<file path="config.mk">
export PLATFORM = sky130hd
export DESIGN_NAME = hostport_rdy_ctl
export DESIGN_NICKNAME = d
export VERILOG_FILES = /design/src/rtl/hostport_rdy_ctl.sv
export SDC_FILE = /design/constraint.sdc
export NUM_CORES = 1
export LEC_CHECK = 0
export ABC_AREA = 1
export BUFFER_PORTS_ARGS = -buffer_cell sky130_fd_sc_hd__buf_2
export CORE_MARGIN = 3
export CORE_UTILIZATION = 30
export CTS_CLUSTER_DIAMETER = 80
export DETAILED_ROUTE_END_ITERATION = 12
export GPL_TIMING_DRIVEN = 1
export PLACE_DENSITY = 0.53
export SLEW_MARGIN = 5
export SYNTH_ARGS = -nofsm -noshare
export SYNTH_HDL_FRONTEND = slang
export SYNTH_SLANG_ARGS = --single-unit
export TNS_END_PERCENT = 1
</file>
<file path="constraint.sdc">
create_clock -name clk -period 15.4 [get_ports clk]
set_input_delay 1.54 -clock clk [delete_from_list [all_inputs] [get_ports clk]]
set_output_delay 1.54 -clock clk [all_outputs]
set_load 0.05 [all_outputs]
</file>
<file path="src/rtl/hostport_rdy_ctl.sv">
module hostport_rdy_ctl #(
  parameter int DEPTH    = 8,
  parameter int ADDR_GAP = 4
) (
  input  logic        clk,
  input  logic        rst_n,
  input  logic        hcs_n,
  input  logic        hds1_n,
  input  logic        hds2_n,
  input  logic        hrw,
  input  logic [1:0]  hsel,
  input  logic        hhalf,
  input  logic [15:0] hdin,
  output logic [15:0] hdout,
  output logic        hrdy_n,
  output logic        mreq,
  output logic        mwe,
  output logic [31:0] maddr,
  output logic [31:0] mwdata,
  input  logic        mack,
  input  logic [31:0] mrdata
);
  localparam int PW = $clog2(DEPTH);
  localparam int CW = PW + 1;
  localparam int GW = $clog2(ADDR_GAP + 1);
  localparam logic [CW-1:0] FULL = CW'(DEPTH);

  typedef enum logic [1:0] {K_WR, K_FIX, K_PF} kind_t;

  logic          strb, strb_q, commit, c_wr, c_rd, rd_acc, nr;
  logic [31:0]   haddr, haddr_nx, faddr, ctl, fix_word, src;
  logic [15:0]   wlo;
  logic [63:0]   wf_mem [DEPTH];
  logic [31:0]   rf_mem [DEPTH];
  logic [PW-1:0] wf_wp, wf_rp, rf_wp, rf_rp;
  logic [CW-1:0] wf_cnt, rf_cnt;
  logic [GW-1:0] gap;
  logic          rf_run, pf_pend, flushing, fix_valid, drop;
  kind_t         kind;

  assign strb   = !hcs_n && (hds1_n ^ hds2_n);
  assign commit = strb_q && !strb;
  assign c_wr   = commit && !hrw;
  assign c_rd   = commit && hrw;
  assign rd_acc = strb && hrw;

  wire wf_full  = (wf_cnt == FULL);
  wire wf_empty = (wf_cnt == '0);
  wire rf_empty = (rf_cnt == '0);
  wire a_wr     = c_wr && hsel == 2'd1;
  wire pf_cmd   = c_wr && hsel == 2'd0 && !hhalf && hdin[0];
  wire fl_cmd   = c_wr && hsel == 2'd0 && !hhalf && hdin[1];
  wire wf_push  = c_wr && hsel[1] && hhalf;
  wire rf_pop   = c_rd && hsel == 2'd2 && hhalf;
  wire wf_pop   = mreq && mack && kind == K_WR;
  wire pf_land  = mreq && mack && kind == K_PF && !drop;
  wire rf_clr   = a_wr || wf_push || pf_cmd;
  wire iss_wr   = !mreq && !wf_empty;
  wire iss_fix  = !mreq && wf_empty && rd_acc && hsel == 2'd3 && !hhalf && !fix_valid;
  wire iss_pf   = !mreq && wf_empty && !iss_fix && rf_run && !rf_clr && rf_cnt < FULL;

  always_comb begin
    unique case (hsel)
      2'd0: nr = 1'b0;
      2'd1: nr = !hrw && (gap != '0 || !wf_empty || pf_pend);
      2'd2: nr = hrw ? (!hhalf && rf_empty) : (wf_full || flushing);
      default: nr = hrw ? (!hhalf && !fix_valid) : (hhalf && (wf_full || flushing));
    endcase
  end
  assign hrdy_n = strb && nr;

  always_comb begin
    unique case (hsel)
      2'd0:    src = ctl;
      2'd1:    src = haddr;
      2'd2:    src = rf_mem[rf_rp];
      default: src = fix_word;
    endcase
  end
  assign hdout = hhalf ? src[31:16] : src[15:0];

  always_comb begin
    haddr_nx = haddr;
    if (a_wr) begin
      if (hhalf) haddr_nx[31:16] = hdin;
      else       haddr_nx[15:0]  = hdin;
    end else if ((wf_push && hsel == 2'd2) || rf_pop) begin
      haddr_nx = haddr + 32'd4;
    end
  end

  always_ff @(posedge clk) begin
    if (!rst_n) begin
      strb_q <= 1'b0; haddr <= '0; faddr <= '0; ctl <= '0; wlo <= '0;
      gap <= '0; wf_wp <= '0; wf_rp <= '0; wf_cnt <= '0;
      rf_wp <= '0; rf_rp <= '0; rf_cnt <= '0; rf_run <= 1'b0; pf_pend <= 1'b0;
      flushing <= 1'b0; fix_valid <= 1'b0; fix_word <= '0; drop <= 1'b0;
      mreq <= 1'b0; mwe <= 1'b0; maddr <= '0; mwdata <= '0; kind <= K_WR;
    end else begin
      strb_q <= strb;
      haddr  <= haddr_nx;
      if (a_wr)            gap <= GW'(ADDR_GAP);
      else if (gap != '0)  gap <= gap - 1'b1;
      if (c_wr && hsel == 2'd0) begin
        if (hhalf) ctl[31:16] <= hdin;
        else       ctl[15:0]  <= hdin;
      end
      if (c_wr && hsel[1] && !hhalf) wlo <= hdin;

      if (wf_push) begin
        wf_mem[wf_wp] <= {haddr, hdin, wlo};
        wf_wp <= wf_wp + 1'b1;
      end
      if (wf_pop) wf_rp <= wf_rp + 1'b1;
      if (wf_push && !wf_pop)      wf_cnt <= wf_cnt + 1'b1;
      else if (!wf_push && wf_pop) wf_cnt <= wf_cnt - 1'b1;
      flushing <= (fl_cmd && !wf_empty) ? 1'b1 : (wf_empty ? 1'b0 : flushing);

      if (rf_clr) begin
        rf_wp <= '0; rf_rp <= '0; rf_cnt <= '0;
        rf_run <= pf_cmd; pf_pend <= pf_cmd; faddr <= haddr_nx;
        drop <= mreq && !mack && kind == K_PF;
      end else begin
        if (pf_land) begin
          rf_mem[rf_wp] <= mrdata;
          rf_wp <= rf_wp + 1'b1;
          pf_pend <= 1'b0;
        end
        if (rf_pop) rf_rp <= rf_rp + 1'b1;
        if (pf_land && !rf_pop)      rf_cnt <= rf_cnt + 1'b1;
        else if (!pf_land && rf_pop) rf_cnt <= rf_cnt - 1'b1;
        if (rd_acc && hsel == 2'd2) rf_run <= 1'b1;
        if (iss_pf) faddr <= faddr + 32'd4;
        if (mreq && mack) drop <= 1'b0;
      end

      if (mreq && mack && kind == K_FIX) begin
        fix_valid <= 1'b1;
        fix_word  <= mrdata;
      end else if (c_wr || (c_rd && hsel == 2'd3 && hhalf)) begin
        fix_valid <= 1'b0;
      end

      if (mreq) begin
        if (mack) mreq <= 1'b0;
      end else if (iss_wr || iss_fix || iss_pf) begin
        mreq <= 1'b1;
        mwe  <= iss_wr;
        kind <= iss_wr ? K_WR : (iss_fix ? K_FIX : K_PF);
        maddr  <= iss_wr ? wf_mem[wf_rp][63:32] : (iss_fix ? haddr : faddr);
        mwdata <= wf_mem[wf_rp][31:0];
      end
    end
  end

  AST_WQ_NO_OVERFLOW: assert property (@(posedge clk) disable iff (!rst_n)
    wf_push |-> (!wf_full || wf_pop));
  AST_RQ_NO_OVERFLOW: assert property (@(posedge clk) disable iff (!rst_n)
    pf_land |-> (rf_cnt < FULL));
  AST_ADDR_AFTER_DRAIN: assert property (@(posedge clk) disable iff (!rst_n)
    a_wr |-> wf_empty);
  AST_AUTO_STEP: assert property (@(posedge clk) disable iff (!rst_n)
    (wf_push && hsel == 2'd2) |=> (haddr == $past(haddr) + 32'd4));
  AST_REQ_HOLD: assert property (@(posedge clk) disable iff (!rst_n)
    (mreq && !mack) |=> (mreq && $stable(maddr) && $stable(mwe)));
  AST_FRESH_FETCH: assert property (@(posedge clk) disable iff (!rst_n)
    ($rose(strb) && hrw && hsel == 2'd3 && !hhalf) |-> hrdy_n);
endmodule

</file>
-- Word-level counts from Yosys, hierarchy flattened
Memories as Yosys holds them, arrays and structs flattened. A register that Yosys moved wholly into a read port is not among the register bits.
Index checks and enable logic that the tools add are counted.
- input bits: 58
- bits in writable memories: 768
- register bits after elaboration: 241
- output and inout bits: 83
- word-level logic and storage cells: 183
- memories kept: 2
- bitwise operators: 4
- add/sub/neg operators: 11
- equality and inequality tests: 6
- order comparisons: 1
- reduce and logical (&&, ||, !) cells: 89
- multiplexer cells: 45
- memories (name ; words ; width ; read ports ; clocked after Yosys merged registers in ; write ports ; RTL line ; RTL):
    wf_mem ; 8 ; 64 ; 1 ; 1 ; 1 ; 33 ; logic [63:0] wf_mem [DEPTH];
    rf_mem ; 8 ; 32 ; 1 ; 1 ; 1 ; 34 ; logic [31:0] rf_mem [DEPTH];
- operator list (kind ; count):
    32-bit 2-to-1 mux ; 6
    32-bit case mux with 3 select lines ; 1
    32-bit by 3-bit adder with 32-bit output (second input constant) ; 2
    16-bit 2-to-1 mux ; 3
    1-bit logical AND ; 46
    1-bit 2-to-1 mux ; 22
    3-bit 2-to-1 mux ; 6
    2-bit nonzero test ; 9
    4-bit 2-to-1 mux ; 4
    1-bit zero test ; 15
    3-bit by 1-bit adder with 3-bit output (second input constant) ; 4
    1-bit logical OR ; 9
    4-bit by 1-bit adder with 4-bit output (second input constant) ; 2
    4-bit zero test ; 2
    4-bit by 1-bit subtractor with 4-bit output (second input constant) ; 2
    2-bit equality test (second input constant) ; 3
    2-bit AND reduction ; 3
    2-bit by 1-bit equality test with 1-bit output (second input constant) ; 2
    4-bit equality test (second input constant) ; 1
    2-bit zero test ; 2
    4-bit < comparator (second input constant) ; 1
    2-bit 2-to-1 mux ; 2
    2-bit OR reduction ; 2
    1-bit inverter ; 3
    other kinds (4) ; 4

-- Depth between registers and ports, before layout
- word-level depth: 15
- gate-level depth with buffers: 15
- gate-level depth less buffers: 15

-- Worst setup path after synthesis
No wires, ideal clock.
- path type: input port to flip-flop
- from: input hds1_n
- to: memory wf_mem[7][0], enable pin
- library setup time: 0.565 ns
- cell stages on the path: 9
- data required time: 14.835 ns
- arrival: 6.658 ns
- slack: 8.177 ns
- path buffers: 0
- cell sequence: inv_1 > nand2_1 > nand3_2 > nand2_2 > nor2_4 > nand2_2 > nor2_4 > nand3_1 > nor3_1
- word-level cells in the longest chain between the ends: 10
- ends and longest elaborated chain (item ; RTL line ; RTL):
    start, declared ; 8 ; input logic hds1_n,
    1-bit bitwise XOR ; 41 ; assign strb = !hcs_n && (hds1_n ^ hds2_n);
    1-bit logical AND ; 41 ;
    1-bit zero test ; 42 ; assign commit = strb_q && !strb;
    1-bit logical AND ; 42 ;
    1-bit logical AND ; 43 ; assign c_wr = commit && !hrw;
    1-bit logical AND (2 in series) ; 53 ; wire wf_push = c_wr && hsel[1] && hhalf;
    named net wf_push ; 53 ;
    1-bit 2-to-1 mux ; 110 ; if (wf_push) begin
    1-bit 2-to-1 mux ; 93 ; if (!rst_n) begin
    1-bit 2-to-1 mux (not written as such) ; 111 ; wf_mem[wf_wp] <= {haddr, hdin, wlo};
    end, declared ; 33 ;
The timed path passes the listed nets, and every way through them passes these cells.

-- Worst setup path in the final report
- from: input hsel[0]
- to: output hrdy_n
- word-level cells in the longest chain between the ends: 3
- elaborated cells between the ends (all ways): 5
- classes of those cells: eq/ne (2); mux (1); reduce/logical (2)
- ends and longest elaborated chain (item ; RTL line ; RTL):
    start, declared ; 11 ; input logic [1:0] hsel,
    2-bit equality test, or another cell as far along ; 63 ; unique case (hsel)
    1-bit case mux with 3 select lines * ; 63 ;
    1-bit logical AND * ; 70 ; assign hrdy_n = strb && nr;
    end, declared ; 15 ; output logic hrdy_n,
Mark *: on every way between the ends. The rest lies on a longest branch, timed or not.

==> flow_summary.ini <==
[cells_and_area]
final_cells = 5952
fill_cells = 13966
drive_gt1_frac = 0.117
syn2layout_area_growth_pct = 14.8
final_nets = 4065
final_core_util = 0.349

[timing]
setup_violations = 0
min_period_over_period = 0.377
drv_slew = 0
rsz0062_at_grt = no
max-slew-margin-rel = 0.258
tightest_slew_ns = 1.11
skew_ns = 0.0669
hold_slack_ns = 0.462
fmax_mhz = 172
period_needed_ns = 5.80
fin_setup_tns_ns = 0
hold_viol_final = 0

[synthesis]
synth_simple_gate_area_share = 0.140
synth-seq-cells = 1015
netlist.top_cell.by_area = edfxtp_1
ys.flop_type = edfxtp_1
synth_fa_ha_area_frac = 0.00540
synth_cell_type_count = 60
syn_area_per_cell_um2 = 10.7
synthXorXnorAreaFrac = 0.00561
synth_compound_area_frac = 0.144
synth_cells = 3943
synth_area_um2 = 42200
ys_warn_count = 0
synth_nets = 4018
synth_top_area_frac = 0.547
synthArstFlopShare = 0
ys_seq_area_frac = 0.664
synthMuxAreaShare = 0.000237
synth_area_leaders = edfxtp_1, dfxtp_1, nor2_1, o21ai_0, nand2_1
synth_top_family_by_area = compound AO/OA/AOI/OAI gates
synth_edf_count = 768

[critical_path]
path_class = input port to primary output
r2r_slack_ns = 11.39
crit_chain = buf_2, nand2_2, clkinv_1, a32oi_1, o2111ai_1, a21oi_1, buf_2
crit_slowest_cell = clkinv_1
path_max_fanout = 30
crit_family = buffers and inverters
reg2reg_to = maddr[10]
path_common_cell = buf_2
worstPathArrival_ns = 4.26
crit_path_start_kind = input port
cp_slowest_stage_delay_ns = 0.74
r2r_cells = 8
crit_path_end_kind = primary output
worst_ep_required_time_ns = 13.86
crit_buf_inv = 3

[floorplanning]
initial_core_util = 0.304
die_area_um2 = 145000
die_h_um = 381
rows = 136
die_w_um = 381
pin_count = 141
core_um2 = 139000

[global_route]
grt_pass1_vias = 28739
grt_start_max_net_pins = 99
antenna_found_initial = 15
grtUsageTotal = 0.174
grt_pass1_wl_um = 192000
grt-ovfl-total = 0

[pwr]
switching_power_mw = 2.23
irDropWorstVdd_v = 0.000108
pwr-share-seq = 0.435
sw_frac_of_total = 0.313
internal_power_mw = 4.89
p_leak_nw = 17.0
combPwrFrac = 0.187
p_total_mw = 7.12
powerDensity_nw_per_um2 = 147
power_frac_clock = 0.378

[clock_network]
cts.sinks = 1015
cts-root-buf = clkbuf_16
clkLatencyLatePin_ns = 0.74
cts_tree = done
postCtsSetupBuffers = 0
h-tree-depth = 3
holdBufCountCts = 0
clk_path_buf_depth = 3
cts_resized = 0
clkTransAtPathRegs_ns = 0.06
cts_buffers = 108

[min_path]
hp-start = ctl[23]
min_path_type = flip-flop to flip-flop
worstHoldPathCells = 2
worstHoldEndpoint = ctl[23]

[placed_design]
gp_congestion = 0.913
portBuffers = 140
dpl.hpwl_um = 77800
dp.cells = 5743

[detailed_routing]
viasPerCell = 5.06
routed_wire_length_per_instance_um = 21.8
drt_iter0_markers = 2938
via_count = 30129
firstDrtPassIters = 8
drtAntennaViolNets = 0
drcViolationCount = 0
wl_um = 129000

[flow_run]
maxCapViolCount = 0

[run_status]
status = complete, no violations
## through the flow
| stage | area, um^2 | setup WS, ns |
|---|---|---|
| after floorplan | 42200 | 8.18 |
| after global placement | 44700 | 9.71 |
| after detailed placement | 44700 | 9.65 |
| after CTS | 48400 | 9.51 |
| after global routing | 48400 | 9.25 |
| final | 48400 | 9.60 |
## worst max path at each step
| stage | depth (start not counted) | start | endpoint | slack [ns] |
|---|---|---|---|---|
| finish | 7 | hsel[0] | hrdy_n | 9.60 |
| floorplan | 9 | hds1_n | wf_mem[7][0] | 8.18 |
| detailed placement | 7 | hsel[0] | hrdy_n | 9.65 |
| CTS | 9 | flip-flop | hdout[6] | 9.51 |
| global route | 9 | flip-flop | hdout[12] | 9.25 |
| global placement | 7 | hsel[0] | hrdy_n | 9.71 |
## cell type report
cell class	count	area, um^2	share of cell area
Multi-Input combinational cell	2503	12600	0.260
Clock inverter	65	732	0.0151
Inverter	172	658	0.0136
Timing Repair Buffer	190	1080	0.0223
Antenna cell	4	10.0	0.000207
Sequential cell	1015	28000	0.579
Clock buffer	140	3010	0.0621
Tap cell	1863	2330	0.0482
## flip-flops by register name (all words and copies together), names as in the netlist, 2 cells and up, named ones only
| register | flops |
|---|---|
| ctl | 32 |
| faddr | 32 |
| fix_word | 32 |
| gap | 3 |
| haddr | 32 |
| kind | 2 |
| maddr | 32 |
| mwdata | 32 |
| rf_cnt | 4 |
| rf_mem | 256 |
| rf_rp | 3 |
| rf_wp | 3 |
| wf_cnt | 4 |
| wf_mem | 512 |
| wf_rp | 3 |
| wf_wp | 3 |
| wlo | 16 |
## cell usage in the layout (no fill, tap or decap), drive strengths merged, types with 3 or more instances in the layout
cell type,count
buf,190
nor3,34
nand3,129
o21ai,517
o211ai,44
o22ai,36
clkinvlp,9
a211oi,25
o21bai,8
xor2,26
a21o,3
a32o,4
nor2,667
ha,15
clkbuf,140
nand4,21
dfxtp,247
o2111ai,4
a221oi,68
clkinv,43
bufinv,10
nand2,504
o221ai,72
diode,4
or2,39
edfxtp,768
o32ai,6
and2,9
inv,175
a21oi,251
## Yosys cell counts, types with 2 or more instances
cell and number:
inv_1 157, a21oi_1 251, o22ai_1 36, o221ai_1 72, o2111ai_1 3, o21ai_0 455, and2_1 9, a211oi_1 25
or2_2 38, ha_1 15, dfxtp_1 247, o211ai_1 44, o21bai_1 8, buf_6 6, nand2_2 6, nand3b_1 2
nand3_1 125, buf_4 4, nand3_4 2, fa_1 2, nor2_1 654, nand3_2 2, nor3b_1 2, a221oi_1 68
edfxtp_1 768, o32ai_1 6, a31oi_1 2, nor2_4 10, clkbuf_1 189, xor2_1 26, buf_2 36, inv_2 9
a21o_1 3, nor2_2 2, clkinv_1 4, a32o_1 4, buf_1 17, nor3_1 34, nand2_4 3, nand2_1 495
a221o_1 2, nand4_1 21, o21ai_1 62
## per-layer routing
layer	up-vias	global-route usage	routed length [um]
li1	14180	-	-
met1	14765	0.236	56600
met2	958	0.282	60200
met3	214	0.0305	8310
met4	12	0.0586	4270
met5	-	0	70
## power by group through the flow
stage | logic, mW | registers (mW) | clock network [mW]
global route | 1.46 | 3.11 | 2.86
finish | 1.33 | 3.10 | 2.69
detailed placement | 1.36 | 3.16 | 0
CTS | 1.37 | 3.10 | 2.75
global placement | 1.35 | 3.16 | 0
floorplan | 0.672 | 3.41 | 0
## worst reg2reg max path: cells and delay by family (launching register included)
family,cells,cell delay [ns]
flip-flops,1,0.97
buffers and inverters,2,1.88
AND/OR/NAND/NOR,3,0.32
AO/OA/AOI/OAI,3,0.78
## cells by family after synthesis
logic type                 count (synthesis)
and+or+nand+nor                         1413
xor gates and xnor gates                  27
buffers and inverters                    425
adders and majority gates                 17
AOI/OAI and AO/OA                       1045
muxes                                      1
DFF                                     1015
Note: power is estimated with default switching activity, not from simulation.
